**src/rtl/freqmon_pkg.sv**
```systemverilog
package freqmon_pkg;

    // Rate codes; the encoding is what the selector pins carry.
    typedef enum logic [1:0] {
        RATE_8K     = 2'd0,
        RATE_1544K  = 2'd1,
        RATE_2048K  = 2'd2,
        RATE_19440K = 2'd3
    } rate_e;

    typedef enum logic {
        EDGE_FALL = 1'b0,
        EDGE_RISE = 1'b1
    } edge_e;

    // Acceptance window in counted edges per gate.
    typedef struct packed {
        logic [63:0] lo;
        logic [63:0] hi;
    } win_t;

    localparam int unsigned NUM_RATES = 4;
    localparam longint unsigned PPM_SCALE = 64'd1_000_000;

    // Low-rate framing and clock rates count falling edges; the fastest counts rising edges.
    function automatic edge_e edge_for(rate_e r);
        return (r == RATE_19440K) ? EDGE_RISE : EDGE_FALL;
    endfunction

    function automatic longint unsigned nominal_count(
        longint unsigned nom_hz,
        longint unsigned mclk_hz,
        longint unsigned gate
    );
        return (nom_hz * gate + mclk_hz / 2) / mclk_hz;
    endfunction

    function automatic win_t make_window(
        longint unsigned nom_hz,
        longint unsigned mclk_hz,
        longint unsigned gate,
        longint unsigned tol_ppm
    );
        longint unsigned nc;
        longint unsigned dev;
        win_t w;
        nc   = nominal_count(nom_hz, mclk_hz, gate);
        dev  = (nc * tol_ppm) / PPM_SCALE;
        w.lo = (nc > dev + 1) ? (nc - dev - 1) : 64'd0;
        w.hi = nc + dev + 1;
        return w;
    endfunction

endpackage

```
**src/rtl/freqmon_sync_edge.sv**
```systemverilog
module freqmon_sync_edge
    import freqmon_pkg::*;
(
    input  logic  clk,
    input  logic  rst_n,
    input  logic  din,
    input  edge_e mode,
    output logic  pulse
);
    localparam int STAGES = 2;

    logic [STAGES-1:0] sync_q;
    logic              last_q;
    logic              rise;
    logic              fall;

    always_ff @(posedge clk) begin
        if (!rst_n) begin
            sync_q <= '0;
            last_q <= 1'b0;
        end else begin
            sync_q <= {sync_q[STAGES-2:0], din};
            last_q <= sync_q[STAGES-1];
        end
    end

    assign rise  = sync_q[STAGES-1] & ~last_q;
    assign fall  = ~sync_q[STAGES-1] & last_q;
    assign pulse = (mode == EDGE_RISE) ? rise : fall;

endmodule

```
**src/rtl/freqmon_window.sv**
```systemverilog
module freqmon_window
    import freqmon_pkg::*;
#(
    parameter logic [NUM_RATES-1:0][31:0] NOM_TAB     = '0,
    parameter int unsigned                MCLK_HZ     = 1,
    parameter longint unsigned            GATE_CYCLES = 1,
    parameter int unsigned                TOL_PPM     = 0
) (
    input  rate_e       rate,
    output logic [63:0] lo,
    output logic [63:0] hi
);
    logic [63:0] lo_tab [NUM_RATES];
    logic [63:0] hi_tab [NUM_RATES];

    for (genvar r = 0; r < NUM_RATES; r++) begin : g_rate
        localparam win_t W = make_window(
            longint'(NOM_TAB[r]), longint'(MCLK_HZ), GATE_CYCLES, longint'(TOL_PPM));
        assign lo_tab[r] = W.lo;
        assign hi_tab[r] = W.hi;
    end

    assign lo = lo_tab[rate];
    assign hi = hi_tab[rate];

endmodule

```
**src/rtl/freqmon_channel.sv**
```systemverilog
module freqmon_channel
    import freqmon_pkg::*;
#(
    parameter logic [NUM_RATES-1:0][31:0] NOM_TAB     = '0,
    parameter int unsigned                MCLK_HZ     = 1,
    parameter longint unsigned            GATE_CYCLES = 2,
    parameter int unsigned                TOL_PPM     = 0
) (
    input  logic       clk,
    input  logic       rst_n,
    input  logic       ref_in,
    input  logic [1:0] rate_sel,
    output logic       off_freq
);
    localparam int CW = $clog2(GATE_CYCLES + 1);
    localparam logic [CW-1:0] GATE_LAST = CW'(GATE_CYCLES - 1);

    rate_e         rate_q;
    logic [CW-1:0] gate_cnt;
    logic [CW-1:0] edge_cnt;
    logic [CW-1:0] edge_total;
    logic          edge_pulse;
    logic          sel_chg;
    logic          gate_last;
    logic          verdict;
    logic [63:0]   win_lo;
    logic [63:0]   win_hi;
    logic          first_done;

    freqmon_sync_edge u_edge (
        .clk   (clk),
        .rst_n (rst_n),
        .din   (ref_in),
        .mode  (edge_for(rate_q)),
        .pulse (edge_pulse)
    );

    freqmon_window #(
        .NOM_TAB     (NOM_TAB),
        .MCLK_HZ     (MCLK_HZ),
        .GATE_CYCLES (GATE_CYCLES),
        .TOL_PPM     (TOL_PPM)
    ) u_win (
        .rate (rate_q),
        .lo   (win_lo),
        .hi   (win_hi)
    );

    assign sel_chg    = (rate_e'(rate_sel) != rate_q);
    assign gate_last  = (gate_cnt == GATE_LAST);
    assign edge_total = edge_cnt + CW'(edge_pulse);
    assign verdict    = (edge_total == '0)
                     || (64'(edge_total) < win_lo)
                     || (64'(edge_total) > win_hi);

    always_ff @(posedge clk) begin
        if (!rst_n) begin
            rate_q     <= rate_e'(rate_sel);
            gate_cnt   <= '0;
            edge_cnt   <= '0;
            off_freq   <= 1'b0;
            first_done <= 1'b0;
        end else begin
            rate_q <= rate_e'(rate_sel);
            if (sel_chg) begin
                gate_cnt <= '0;
                edge_cnt <= '0;
            end else if (gate_last) begin
                gate_cnt   <= '0;
                edge_cnt   <= '0;
                off_freq   <= verdict;
                first_done <= 1'b1;
            end else begin
                gate_cnt <= gate_cnt + 1'b1;
                edge_cnt <= edge_total;
            end
        end
    end


    gate_bound_chk: assert property (@(posedge clk) disable iff (!rst_n)
        gate_cnt <= GATE_LAST);


    flag_hold_chk: assert property (@(posedge clk) disable iff (!rst_n)
        !gate_last |=> $stable(off_freq));


    restart_chk: assert property (@(posedge clk) disable iff (!rst_n)
        sel_chg |=> (gate_cnt == '0 && edge_cnt == '0));


    collision_chk: assert property (@(posedge clk) disable iff (!rst_n)
        (sel_chg && gate_last) |=> $stable(off_freq));


    empty_gate_chk: assert property (@(posedge clk) disable iff (!rst_n)
        (gate_last && !sel_chg && edge_cnt == '0 && !edge_pulse) |=> off_freq);


    reset_quiet_chk: assert property (@(posedge clk) disable iff (!rst_n)
        !first_done |-> !off_freq);

endmodule

```
**src/rtl/ref_freq_monitor.sv**
```systemverilog
module ref_freq_monitor
    import freqmon_pkg::*;
#(
    parameter int unsigned     MCLK_HZ     = 155_520_000,
    parameter longint unsigned GATE_CYCLES = 64'd5_000_000_000,
    parameter int unsigned     TOL_PPM     = 12,
    parameter int unsigned     NOM_HZ_0    = 8_000,
    parameter int unsigned     NOM_HZ_1    = 1_544_000,
    parameter int unsigned     NOM_HZ_2    = 2_048_000,
    parameter int unsigned     NOM_HZ_3    = 19_440_000
) (
    input  logic       clk,
    input  logic       rst_n,
    input  logic       ref0_in,
    input  logic       ref1_in,
    input  logic [1:0] ref0_rate,
    input  logic [1:0] ref1_rate,
    output logic       ref0_off_freq,
    output logic       ref1_off_freq
);
    localparam int NUM_REF = 2;
    localparam logic [NUM_RATES-1:0][31:0] NOM_TAB =
        {NOM_HZ_3, NOM_HZ_2, NOM_HZ_1, NOM_HZ_0};

    logic [NUM_REF-1:0]      ref_vec;
    logic [NUM_REF-1:0][1:0] rate_vec;
    logic [NUM_REF-1:0]      flag_vec;

    assign ref_vec  = {ref1_in, ref0_in};
    assign rate_vec = {ref1_rate, ref0_rate};

    for (genvar c = 0; c < NUM_REF; c++) begin : g_chan
        freqmon_channel #(
            .NOM_TAB     (NOM_TAB),
            .MCLK_HZ     (MCLK_HZ),
            .GATE_CYCLES (GATE_CYCLES),
            .TOL_PPM     (TOL_PPM)
        ) u_chan (
            .clk      (clk),
            .rst_n    (rst_n),
            .ref_in   (ref_vec[c]),
            .rate_sel (rate_vec[c]),
            .off_freq (flag_vec[c])
        );
    end

    assign ref0_off_freq = flag_vec[0];
    assign ref1_off_freq = flag_vec[1];

endmodule

```
**config.mk**
```make
export PLATFORM = sky130hd
export DESIGN_NAME = ref_freq_monitor
export DESIGN_NICKNAME = d
export VERILOG_FILES = /design/src/rtl/freqmon_pkg.sv /design/src/rtl/freqmon_sync_edge.sv /design/src/rtl/freqmon_window.sv /design/src/rtl/freqmon_channel.sv /design/src/rtl/ref_freq_monitor.sv
export SDC_FILE = /design/constraint.sdc
export NUM_CORES = 1
export LEC_CHECK = 0
export BUFFER_PORTS_ARGS = -buffer_cell sky130_fd_sc_hd__buf_4
export CAP_MARGIN = 20
export CORE_UTILIZATION = 40
export CTS_CLUSTER_DIAMETER = 200
export DETAILED_ROUTE_END_ITERATION = 10
export SLEW_MARGIN = 20
export SYNTH_ARGS = -nofsm -noshare
export SYNTH_HDL_FRONTEND = slang
export SYNTH_SLANG_ARGS = --single-unit
```
**constraint.sdc**
```tcl
create_clock -name clk -period 4.37 [get_ports clk]
set_input_delay 0.2185 -clock clk [delete_from_list [all_inputs] [get_ports clk]]
set_output_delay 0.2185 -clock clk [all_outputs]
set_load 0.1 [all_outputs]
```
==> results.txt, run 1 <==
The final-stage net count is around 1200. Measured on the finished design, the core utilization comes to approximately 46%. The remaining antenna violation count after routing came out at 0. The worst hold path was traced through 2 stages. The worst hold path belongs to the class primary input to register. The number of failing hold endpoints at the final stage came out at 0.

The worst clock skew on the final layout came out at roughly 0.009 ns. In the final timing run, aggregate negative setup slack is 0 ns. The number of enable flip-flop cells after synthesis came out at 0. Synthesis produced a netlist whose cell count is around 1100. The category of the most critical setup path is register to register. The async set-or-reset flop fraction in the synthesized netlist came out at 0%. For hold timing, the worst endpoint is g_chan[1].u_chan.u_edge.sync_q[0]. The pin slew with the least headroom to its limit is approximately 0.76 ns. The critical path arrival came out at around 4.4 ns.

The area of combinational cells with multiple inputs is 0.00576 sq mm. The total length of routed wires is 20.4 mm. For this run, the leading register cell type out of synthesis is dfxtp_1. At the later pin of the worst-skew pair, clock insertion delay measures ~0.43 ns. The synthesized area divided by synthesized cell count is approximately 8.3 sq um.

The sequential standard cell area came out at approximately 0.0029 sq mm. The minimum clock period after layout came out at 4.00 ns. The initial antenna violation count came out at 0. The number of synthesized register bits came out at approximately 140. The sort of element at the end of the critical path is a register.

The commonest cells after synthesis are dfxtp_1, nor2_1, ha_1, nand3_1, nand2_1. The clock tree from TritonCTS is built. During synthesis, Yosys emitted a total of 0 warnings. Synthesis instantiated just under 80 different standard cells from the library. Yosys instantiated no cell more often than dfxtp_1. The detailed-placement wirelength estimate is ~15 mm. The total I/O pin count came out at 10. CTS built an H-tree with a depth of 4.

The final critical-path share of the clock period came out at a little over 90%. From synthesis to final layout, the design area changed by 11.7%. The starting density of the core came out at roughly two fifths. The site row count is 54. The antenna diode instance count came out at 0. The total overflow left after global routing is 0. Counting every sink on the clock net gives about 140. The share of cells above drive strength 1 is 8.05%.

The share of the Yosys chip area taken by registers is between 30 and 40%. STA classifies the critical path startpoint as a register. The startpoint identified for the worst register-to-register timing path is g_chan[0].u_chan.rate_q[0]. The first-pass GRT wire length is around 34 mm. The peak ir drop on the vdd network came out at around 0.22 mV.

The flow ran to the end, and the final reports show no timing, DRC or antenna violations. The hold slack is 0.111 ns. The total of fill cells in the finished design came out at about 2200.

The via count of the first global-routing pass is 6857. The count of vias placed by the detailed router is approximately 7300. The final number of max-transition violations came out at 0. The startpoint identified for the worst hold timing path is rst_n.

The length in cells of the worst reg-to-reg path came out at 20. The maximum number of pins on one net before global-route repair is 37. The max-capacitance violation count came out at 0.

The overall global routing resource usage is approximately a fifth. The post-layout total power is 2.92 mW. The least setup slack across all paths after layout came out at 0.373 ns.

The final estimated routing congestion in global placement came out at slightly below 0.9. The remaining design rule violation count is 0. The number of vias per cell came out at 5.28. The number of buffers added by the clock tree synthesis step is 17. The portion of synthesized cell area occupied by the leading cell type came out at around 32%. The setup slack of the most critical reg-to-reg path is 0.37 ns. The mapped cell area came out at 0.00897 sq mm. In this run the critical register-to-register path is captured at g_chan[0].u_chan.off_freq. The synthesized netlist net count is between 1000 and 1500. The core region is around 0.022 sq mm. Yosys attributes the largest share of cell area to dfxtp_1, ha_1, xnor2_1, nor2_1, xor2_1.

The static power due to leakage is 4.00 nW. The power density of the placed cells came out at 291 mW/mm^2. The minimum setup slack after placement came out at roughly 0.24 ns.

The die outline height is 152 um. The first-pass iteration count of the detailed router is 4. In the final routed layout, each cell accounts on average for about 15 um. Setup violations remaining at the end of the flow were counted as 0. The port buffer count is 9. The relative slew slack is approximately 49%. In this run the clock root is driven by a clkbuf_16. After clock tree synthesis, the clock-pin slew on the worst setup and hold paths is 0.06 ns.

The largest total area in the synthesized netlist belongs to dfxtp_1. Based on the critical path, the design can be clocked at up to 250 MHz. The data required time of the worst path is about 4.7 ns. The maximum number of buffers from clock root to sink is 2. The die is roughly 150 um wide. The critical-path maximum fanout came out at 4. The area enclosed by the die boundary came out at 0.0230 sq mm. After the first detailed-routing iteration, the DRC count stood at about 380.
-- cells by family (layout without fill, tap and decap cells) --
group / after synthesis / count (layout) / synth area share [%]
AND/OR/NAND/NOR: 509 / 509 / 30.3
flip-flops: 144 / 144 / 32.1
AO/OA/AOI/OAI: 122 / 122 / 8.82
XOR/XNOR: 121 / 121 / 11.8
adder cells (fa/ha/maj): 88 / 88 / 12.3
buffers and inverters: 87 / 117 / 3.99
multiplexers: 5 / 5 / 0.642
-- sequential cells by signal (all words and copies together) (netlist names) --
register                     cells
g_chan.u_chan.u_edge.last_q      2
g_chan.u_chan.u_edge.sync_q      4
g_chan.u_chan.off_freq           2
g_chan.u_chan.edge_cnt          66
g_chan.u_chan.rate_q             4
g_chan.u_chan.gate_cnt          66
-- how the worst max path moves through the flow --
stage                     slack [ns]                        end                  startpoint  cells past startpoint
final                           0.37  g_chan[0].u_chan.off_freq  g_chan[0].u_chan.rate_q[0]                     20
after global routing          -0.009  g_chan[0].u_chan.off_freq  g_chan[0].u_chan.rate_q[0]                     20
after CTS                       0.23  g_chan[0].u_chan.off_freq  g_chan[0].u_chan.rate_q[0]                     19
after floorplan                 0.43  g_chan[0].u_chan.off_freq  g_chan[0].u_chan.rate_q[1]                     19
after detailed placement        0.24  g_chan[0].u_chan.off_freq  g_chan[0].u_chan.rate_q[0]                     19
after global placement          0.38  g_chan[1].u_chan.off_freq  g_chan[1].u_chan.rate_q[0]                     17
-- layer usage --
| layer | up-vias | wire [um] | GRT usage (%) |
|---|---|---|---|
| met4 | 0 | 348 | 6.34 |
| met2 | 118 | 8750 | 28.7 |
| li1 | 3827 | - | - |
| met1 | 3351 | 10500 | 25.7 |
| met5 | - | 0 | 0 |
| met3 | 26 | 735 | 3.68 |
-- power breakdown --
group | internal [mW] | leakage [nW] | switching [mW]
Sequential | 1.32 | 1.16 | 0.00397
Combinational | 0.0479 | 2.55 | 0.0848
Clock | 0.821 | 0.287 | 0.640
Total | 2.19 | 4.00 | 0.729
-- final cells by class --
| type | instances | area share, % |
|---|---|---|
| inverter | 58 | 2.17 |
| multi-input combinational | 845 | 57.5 |
| timing repair buffer | 27 | 2.17 |
| sequential | 144 | 28.8 |
| tap | 280 | 3.50 |
| clock inverter | 14 | 1.47 |
| clock buffer | 18 | 4.38 |
-- what timing repair did --
action | 4_1_cts | 5_1_grt
resized for setup | 0 | 6
hold endpoints to repair | 5 | 1
setup endpoints to repair | 0 | 2
hold buffers | 5 | 1
buffers inserted | 0 | 1
-- stage by stage --
| step | cell area [sq um] | instances |
|---|---|---|
| floorplan | 8970 | 1076 |
| global placement | 9340 | 1347 |
| detailed placement | 9340 | 1347 |
| CTS | 9970 | 1384 |
| global route | 10000 | 1386 |
| finish | 10000 | 1386 |
-- cells in the final DEF (no fill, tap or decap), types with 6 or more instances in the layout --
master           n
and4_1           9
xor2_1          57
and3_1          18
nand2_1         67
or2_2            6
inv_1           58
dfxtp_1        144
nand3_1         70
nor4_1          19
or3_1           11
nor3_1          33
nand4_1         34
dlygate4sd3_1    6
o21ai_0         29
a21oi_1         33
nor2_1         140
and2_1          10
nor2b_1         39
clkbuf_16       17
buf_4           21
a21o_1          13
inv_6            6
ha_1            88
xnor2_1         63
-- critical path: stages, from the launching register on --
cell       delay, ns
dfxtp_1         0.39
ha_1            0.21
nand2_1         0.06
o21ai_0         0.21
ha_1            0.26
ha_1            0.21
nand4_1         0.12
buf_4           0.18
nor4_4          0.18
nand4_1         0.15
xor2_1          0.25
inv_1           0.07
ha_1            0.29
nand3_1         0.10
o22ai_1         0.08
o211ai_1        0.16
nand2_1         0.07
a2111o_1        0.43
a211oi_2        0.21
a2111oi_0       0.15
a21oi_1         0.15
Note: power is estimated with default switching activity, not from simulation.
==> run 2, diff against run 1 <==
- CELL_PAD_IN_SITES_DETAIL_PLACEMENT: unset -> 2
- CELL_PAD_IN_SITES_GLOBAL_PLACEMENT: unset -> 2
- PLACE_DENSITY_LB_ADDON: unset -> 0.1
==> results.txt, run 2 (synthesis gave the netlist of run 1 again) <==
The final estimated routing congestion in global placement came out at 0.820. The share of the core filled with cells in the final layout came out at 46.3%. The met2 demand-to-capacity share in global routing came out at between 30% and 40%.

The starting density of the core is roughly two fifths. The via count of the first global-routing pass came to between 8000 and 9000. The data required time of the worst path came out at between 4 and 5 ns. The iteration-0 DRC count of the detailed router came out at approximately 250. The critical path arrival is 4.50 ns. Dividing the detail-routed via count by the number of cells gives roughly 5.6.

The clock reaches the later pin of the worst-skew pair after approximately 0.43 ns. Of all nets on the critical path, the largest fanout is 6. The remaining antenna violation count after routing is 0. The global-route met3 utilization is under 10%. The die outline height is 152 um. TritonCTS built the clock tree. The first-pass GRT wire length is ~43 mm. The initial antenna violation count was 0. The area enclosed by the die boundary is 0.0230 sq mm.

Setup slack closes at 0.233 ns. The power density of the placed cells is approximately 300 mW/mm^2. The maximum number of pins on one net before global-route repair is between 40 and 50.

The total length of routed wires is 27.3 mm. By startpoint and endpoint, the worst setup path is classified as register to register. In this run the most used layer during global routing was met2. Global routing consumed, on the met1 layer, roughly 33% of the routing resources. The repair_antennas step left the layout with diodes totalling 0. Leaving out fill and tap cells, the most frequent cells in the layout are dfxtp_1, nor2_1, ha_1. The cell area after placement is between 0.009 and 0.01 sq mm. The maximum clock frequency is ~240 MHz. In this run the worst hold path is classified as primary input to register.

In the final layout, the registers with the most flip-flops are g_chan.u_chan.edge_cnt: 66 flops, g_chan.u_chan.gate_cnt: 66 flops. The tree is rooted in a clkbuf_16. The remaining design rule violation count came out at 0. Across every metal layer, demand over resource in global routing totals about 24%. For this design the top-level I/O count stands at 10. The net count of the finished layout is between 1000 and 1500. The area growth from synthesis to layout came out at 13.0%. Leaving out fill and tap cells, the most frequent cell in the layout is dfxtp_1. In this run the static leakage power is a little over 4 nW. Row generation in the floorplan step produced 54 rows. The count of endpoints failing setup in the final report came out at 0.

The core region area is between 0.02 and 0.025 sq mm. The final critical-path share of the clock period came out at a little over nine tenths. The die boundary width came out at between 150 and 200 um.

The routed design could run at a clock period as short as about 4.1 ns. The number of buffers added by the clock tree synthesis step is 17. The count of vias placed by the detailed router is between 7000 and 8000. The worst clock skew on the final layout came out at roughly 0.012 ns.

The final number of max-transition violations is 0. The worst setup path is launched from a register. The routed length per instance came out at 19.6 um. OpenSTA, run right after detailed placement, puts the worst setup slack at ~0.12 ns. The share of cells above drive strength 1 came out at ~9.6%. The global route total overflow is 0. The clock passes through at most 2 buffers. For the pin with the worst max-slew slack, the measured transition is 0.668 ns. The worst setup path is captured at a register.

The flow ran to the end, and the final reports show no timing, DRC or antenna violations. The H-tree depth reported by CTS came out at 4. The port buffer count came out at 9. The detailed-placement wirelength estimate came out at 20.2 mm. Across the run, the number of max-cap violations was 0. Clock tree synthesis found a total of 144 sinks.

The worst-case IR drop observed on VDD is 0.211 mV. The post-route cell area is slightly above 0.01 sq mm. In this run the tightest slew margin relative to its limit is a little over half. The clock-pin slew of the registers on the worst-case setup and hold paths is approximately 0.07 ns. The first-pass iteration count of the detailed router came out at 6. The number of failing hold endpoints at the final stage is 0.
run 2: layout make-up:
type | instances | area [sq um]
Timing Repair Buffer | 35 | 275
Multi-Input combinational cell | 845 | 5800
Tap cell | 280 | 350
Clock buffer | 17 | 425
Inverter | 58 | 218
Fill cell | 2470 | 11800
Sequential cell | 144 | 2880
Clock inverter | 15 | 188
run 2: repair_timing:
action | in CTS | in global routing
hold endpoints to repair | 5 | 0
resized for setup | 0 | 17
hold buffers | 5 | 0
buffers inserted | 0 | 6
endpoints found under the setup margin | 0 | 2
run 2: path summary, 6_finish.rpt:
path	startpoint	to	slack (ns)	depth (start not counted)
setup / recovery	g_chan[0].u_chan.rate_q[0]	g_chan[0].u_chan.off_freq	0.23	20
hold / removal	ref0_in	g_chan[0].u_chan.u_edge.sync_q[0]	0.02	2
setup reg to reg	g_chan[0].u_chan.rate_q[0]	g_chan[0].u_chan.off_freq	0.23	20
hold reg to reg	g_chan[0].u_chan.u_edge.sync_q[0]	g_chan[0].u_chan.u_edge.sync_q[1]	0.45	1
run 2: routing by layer:
metal,vias to the layer above,part of all wire [%]
li1,3829,-
met1,3882,49
met2,66,47
met3,25,2.9
met4,0,1.3
met5,-,0
run 2: where the power goes:
| part | switching, mW | internal, mW | total [mW] | leakage [nW] |
|---|---|---|---|---|
| Combinational | 0.0971 | 0.0497 | 0.147 | 2.59 |
| Clock | 0.688 | 0.875 | 1.56 | 0.301 |
| Sequential | 0.00440 | 1.32 | 1.32 | 1.16 |
run 2: per-stage QoR:
stage / setup TNS [ns] / std cells / hold slack, ns / total power [mW]
finish: 0 / 1394 / 0.0238 / 3.03
global route: -0.159 / 1394 / 0.0235 / 3.13
CTS: 0 / 1388 / 0.0175 / 3.06
detailed placement: 0 / 1351 / 0.341 / 1.49
global placement: 0 / 1351 / 0.340 / 1.49
floorplan: 0 / 1076 / 0.246 / 1.44
run 2: critical path: stages, from the launching register on:
cell and delay [ns]:
dfxtp_2 0.36, ha_2 0.23, nand2_1 0.07, o21ai_1 0.13
ha_2 0.22, ha_1 0.17, nand4_1 0.25, nor4_4 0.33
buf_4 0.18, nand3_1 0.13, xor2_2 0.23, inv_1 0.07
ha_1 0.31, nand3_1 0.12, o22ai_1 0.10, o211ai_1 0.17
nand2_1 0.08, a2111o_1 0.42, a211oi_2 0.19, a2111oi_0 0.13
a21oi_1 0.17
==> run 3, diff against run 2 <==
- MAX_ROUTING_LAYER: unset -> met4
==> results.txt, run 3 (synthesis gave the netlist of run 1 again) <==
The flow ran to the end, and the final reports show no timing, DRC or antenna violations. Input and output buffers added on the ports amount to 9. The worst hold path startpoint is ref0_in.

Across all hold checks on the routed design, the worst slack comes to approximately 0.024 ns. The cell internal power dissipation came out at between 2 and 2.5 mW. Together, buffers and inverters on the worst path number 2. The clock passes through at most 2 buffers. The worst clock skew on the final layout is about 0.012 ns.

The commonest non-fill, non-tap cell in the layout is dfxtp_1. The first global-routing pass estimated approximately 43 mm of wire. The count of endpoints failing setup in the final report came out at 0. The starting density of the core is between 40% and 50%. The post-layout total power is between 3 and 4 mW.

The antenna diode instance count is 0. TritonCTS built the clock tree. The area enclosed by the die boundary came out at 0.0230 sq mm.

The total of fill cells in the finished design is between 2000 and 2500. The number of failing hold endpoints at the final stage was 0. Traced cell by cell, the critical path runs through ha_2 > nand2_1 > o21ai_1 > ha_2 > ha_1 > nand4_1 > nor4_4 > buf_4 > nand3_1 > xor2_2 > inv_1 > ha_1 > nand3_1 > o22ai_1 > o211ai_1 > nand2_1 > a2111o_1 > a211oi_2 > a2111oi_0 > a21oi_1.

The largest registers in the layout are g_chan.u_chan.edge_cnt: 66 flops, g_chan.u_chan.gate_cnt: 66 flops. The remaining design rule violation count is 0. IR analysis of the VDD net gives a maximum drop of between 0.2 and 0.25 mV.

The critical-path maximum fanout came out at 6. The number of clock sinks seen by CTS came out at approximately 140. The cell with the biggest individual delay on the critical path is a2111o_1. The iteration-0 DRC count of the detailed router is 251. The kind of path behind the tightest hold check is primary input to register. The critical path arrival is approximately 4.5 ns.

The die outline height is 152 um. Clock tree synthesis selected as its root buffer the cell clkbuf_16. The final critical path takes up roughly 95% of the cycle. The total area inside the core boundary comes to 0.0219 sq mm. The fraction of power spent switching nets is between 20% and 30%.

The first-pass iteration count of the detailed router is 6. The die boundary width is 152 um. The detailed-placement wirelength estimate is 20.2 mm. The minimum setup slack after placement came out at roughly 0.12 ns. The total I/O pin count is 10. The cell area after placement is roughly 0.0094 sq mm. After the last flow step, the layout net total stands at ~1200. The clock power share came out at between 50% and 60%. The maximum clock frequency is around 240 MHz. Dividing the detail-routed wire length by the instance count gives a little under 20 um. The max-capacitance violation count is 0.

The startpoint type of the worst setup path is a register. The setup slack of the most critical reg-to-reg path is about 0.24 ns. Dividing the detail-routed via count by the number of cells gives roughly 5.6. The clock-pin slew of the registers on the worst-case setup and hold paths came out at roughly 0.07 ns.

The maximum cell stage delay along the critical path came out at between 0.4 and 0.5 ns. Counting I/O delays and the setup requirement, the final critical path takes between 4 and 5 ns. The sort of element at the end of the critical path is a register. For this run the aggregate overflow at the end of global routing stands at 0.

The kind of cell adding the most delay to the critical path is compound AO/OA/AOI/OAI gates. The final number of max-transition violations was 0. The number of placed instances with taps included is roughly 1400. The H-tree depth reported by CTS is 4.

For this design the total switching power over the nets is between 0.7 and 0.8 mW. The top cell types in the final layout, fill and taps aside, are dfxtp_1, nor2_1, ha_1. The worst hold path terminates at g_chan[0].u_chan.u_edge.sync_q[0]. The static power due to leakage came out at roughly 4.0 nW.

The worst register-to-register path begins at g_chan[0].u_chan.rate_q[0]. The count of cells in the finished layout, fillers not included, comes to approximately 1400. Entering global routing, the biggest net connects 44 pins. Dividing total power by cell area gives a power density of 299 mW/mm^2. In this run the critical register-to-register path is captured at g_chan[0].u_chan.off_freq.

The critical path in this run is classified as register to register. The hold path depth came out at 2. The final estimated routing congestion in global placement came out at between 0.8 and 0.9. The overall global routing resource usage came out at between 20% and 30%.

The latest clock arrival within the worst-skew pair came out at approximately 0.43 ns. Registers are responsible for ~44% of the overall power. The via count of the first global-routing pass came out at between 8000 and 9000.

The number of buffers added by the clock tree synthesis step came out at 17. The share of cells above drive strength 1 is 9.61%. The length in cells of the worst reg-to-reg path came out at 20. The data required time of the worst path is between 4 and 5 ns. Setup slack on the critical path of the routed design comes to 0.237 ns. For this block, the routed nets add up to ~27 mm of wire. The relative slew slack is 51.7%.

The remaining antenna violation count after routing came out at 0. From synthesis to final layout, the design area changed by 13.0%. Across all layers, the routed design uses ~7800 vias. At the pin with the least slew margin, the transition time is between 0.7 and 0.8 ns. The site row count is 54. In this run, the combinational gates consume under 10% of the power. The initial antenna violation count came out at 0. Summing all non-filler instances in the final layout gives an area of between 0.01 and 0.015 sq mm.
[run 3: cell counts in the layout (fill, tap and decap cells not counted)]
No cell type changed its count.
[run 3: how the worst max path moves through the flow]
| stage | startpoint | endpoint | depth (start not counted) |
|---|---|---|---|
| after floorplan | g_chan[0].u_chan.rate_q[1] | g_chan[0].u_chan.off_freq | 19 |
| after global placement | g_chan[0].u_chan.rate_q[0] | g_chan[0].u_chan.off_freq | 19 |
| after detailed placement | g_chan[0].u_chan.rate_q[0] | g_chan[0].u_chan.off_freq | 19 |
| after CTS | g_chan[0].u_chan.rate_q[0] | g_chan[0].u_chan.off_freq | 19 |
| after global routing | g_chan[1].u_chan.rate_q[0] | g_chan[1].u_chan.off_freq | 19 |
| final | g_chan[0].u_chan.rate_q[0] | g_chan[0].u_chan.off_freq | 20 |
[run 3: area by class of cell]
cell class	instances	area [sq um]	area share (%)
Timing Repair Buffer	35	275	2.72
Clock inverter	15	188	1.85
Sequential cell	144	2880	28.4
Clock buffer	17	425	4.20
Multi-Input combinational cell	845	5800	57.2
Inverter	58	218	2.15
Tap cell	280	350	3.46
[run 3: metal layers]
layer	part of all wire, %	global-route usage [%]	routed length [um]
met3	2.7	3.98	753
met1	49	32.8	13400
met4	1.3	6.68	365
met5	0	-	0
met2	47	39.8	12900
[run 3: timing repair]
action | 4_1_cts | 5_1_grt
setup buffers | 0 | 6
endpoints found under the setup margin | 0 | 2
gates resized for setup | 0 | 17
hold endpoints to repair | 5 | 0
hold buffers | 5 | 0
[run 3: worst reg2reg max path: stages (launching register included)]
cell and delay (ns):
dfxtp_2 0.36, ha_2 0.23, nand2_1 0.07, o21ai_1 0.13, ha_2 0.22, ha_1 0.17
nand4_1 0.25, nor4_4 0.33, buf_4 0.18, nand3_1 0.13, xor2_2 0.23, inv_1 0.07
ha_1 0.31, nand3_1 0.12, o22ai_1 0.10, o211ai_1 0.17, nand2_1 0.08, a2111o_1 0.42
a211oi_2 0.19, a2111oi_0 0.13, a21oi_1 0.17
[run 3: metrics by stage]
step	utilization [%]	TNS, ns
6_report	46.3	0
2_1_floorplan	-	0
5_1_grt	46.3	-0.161
4_1_cts	45.8	0
3_3_place_gp	42.8	0
3_5_place_dp	42.8	0
[run 3: power groups by stage]
stage	sequential, mW	clock [mW]	combinational, mW
after floorplan	1.35	0	0.0864
after global placement	1.35	0	0.137
after detailed placement	1.35	0	0.142
after CTS	1.32	1.59	0.148
after global routing	1.32	1.64	0.164
final	1.32	1.56	0.147
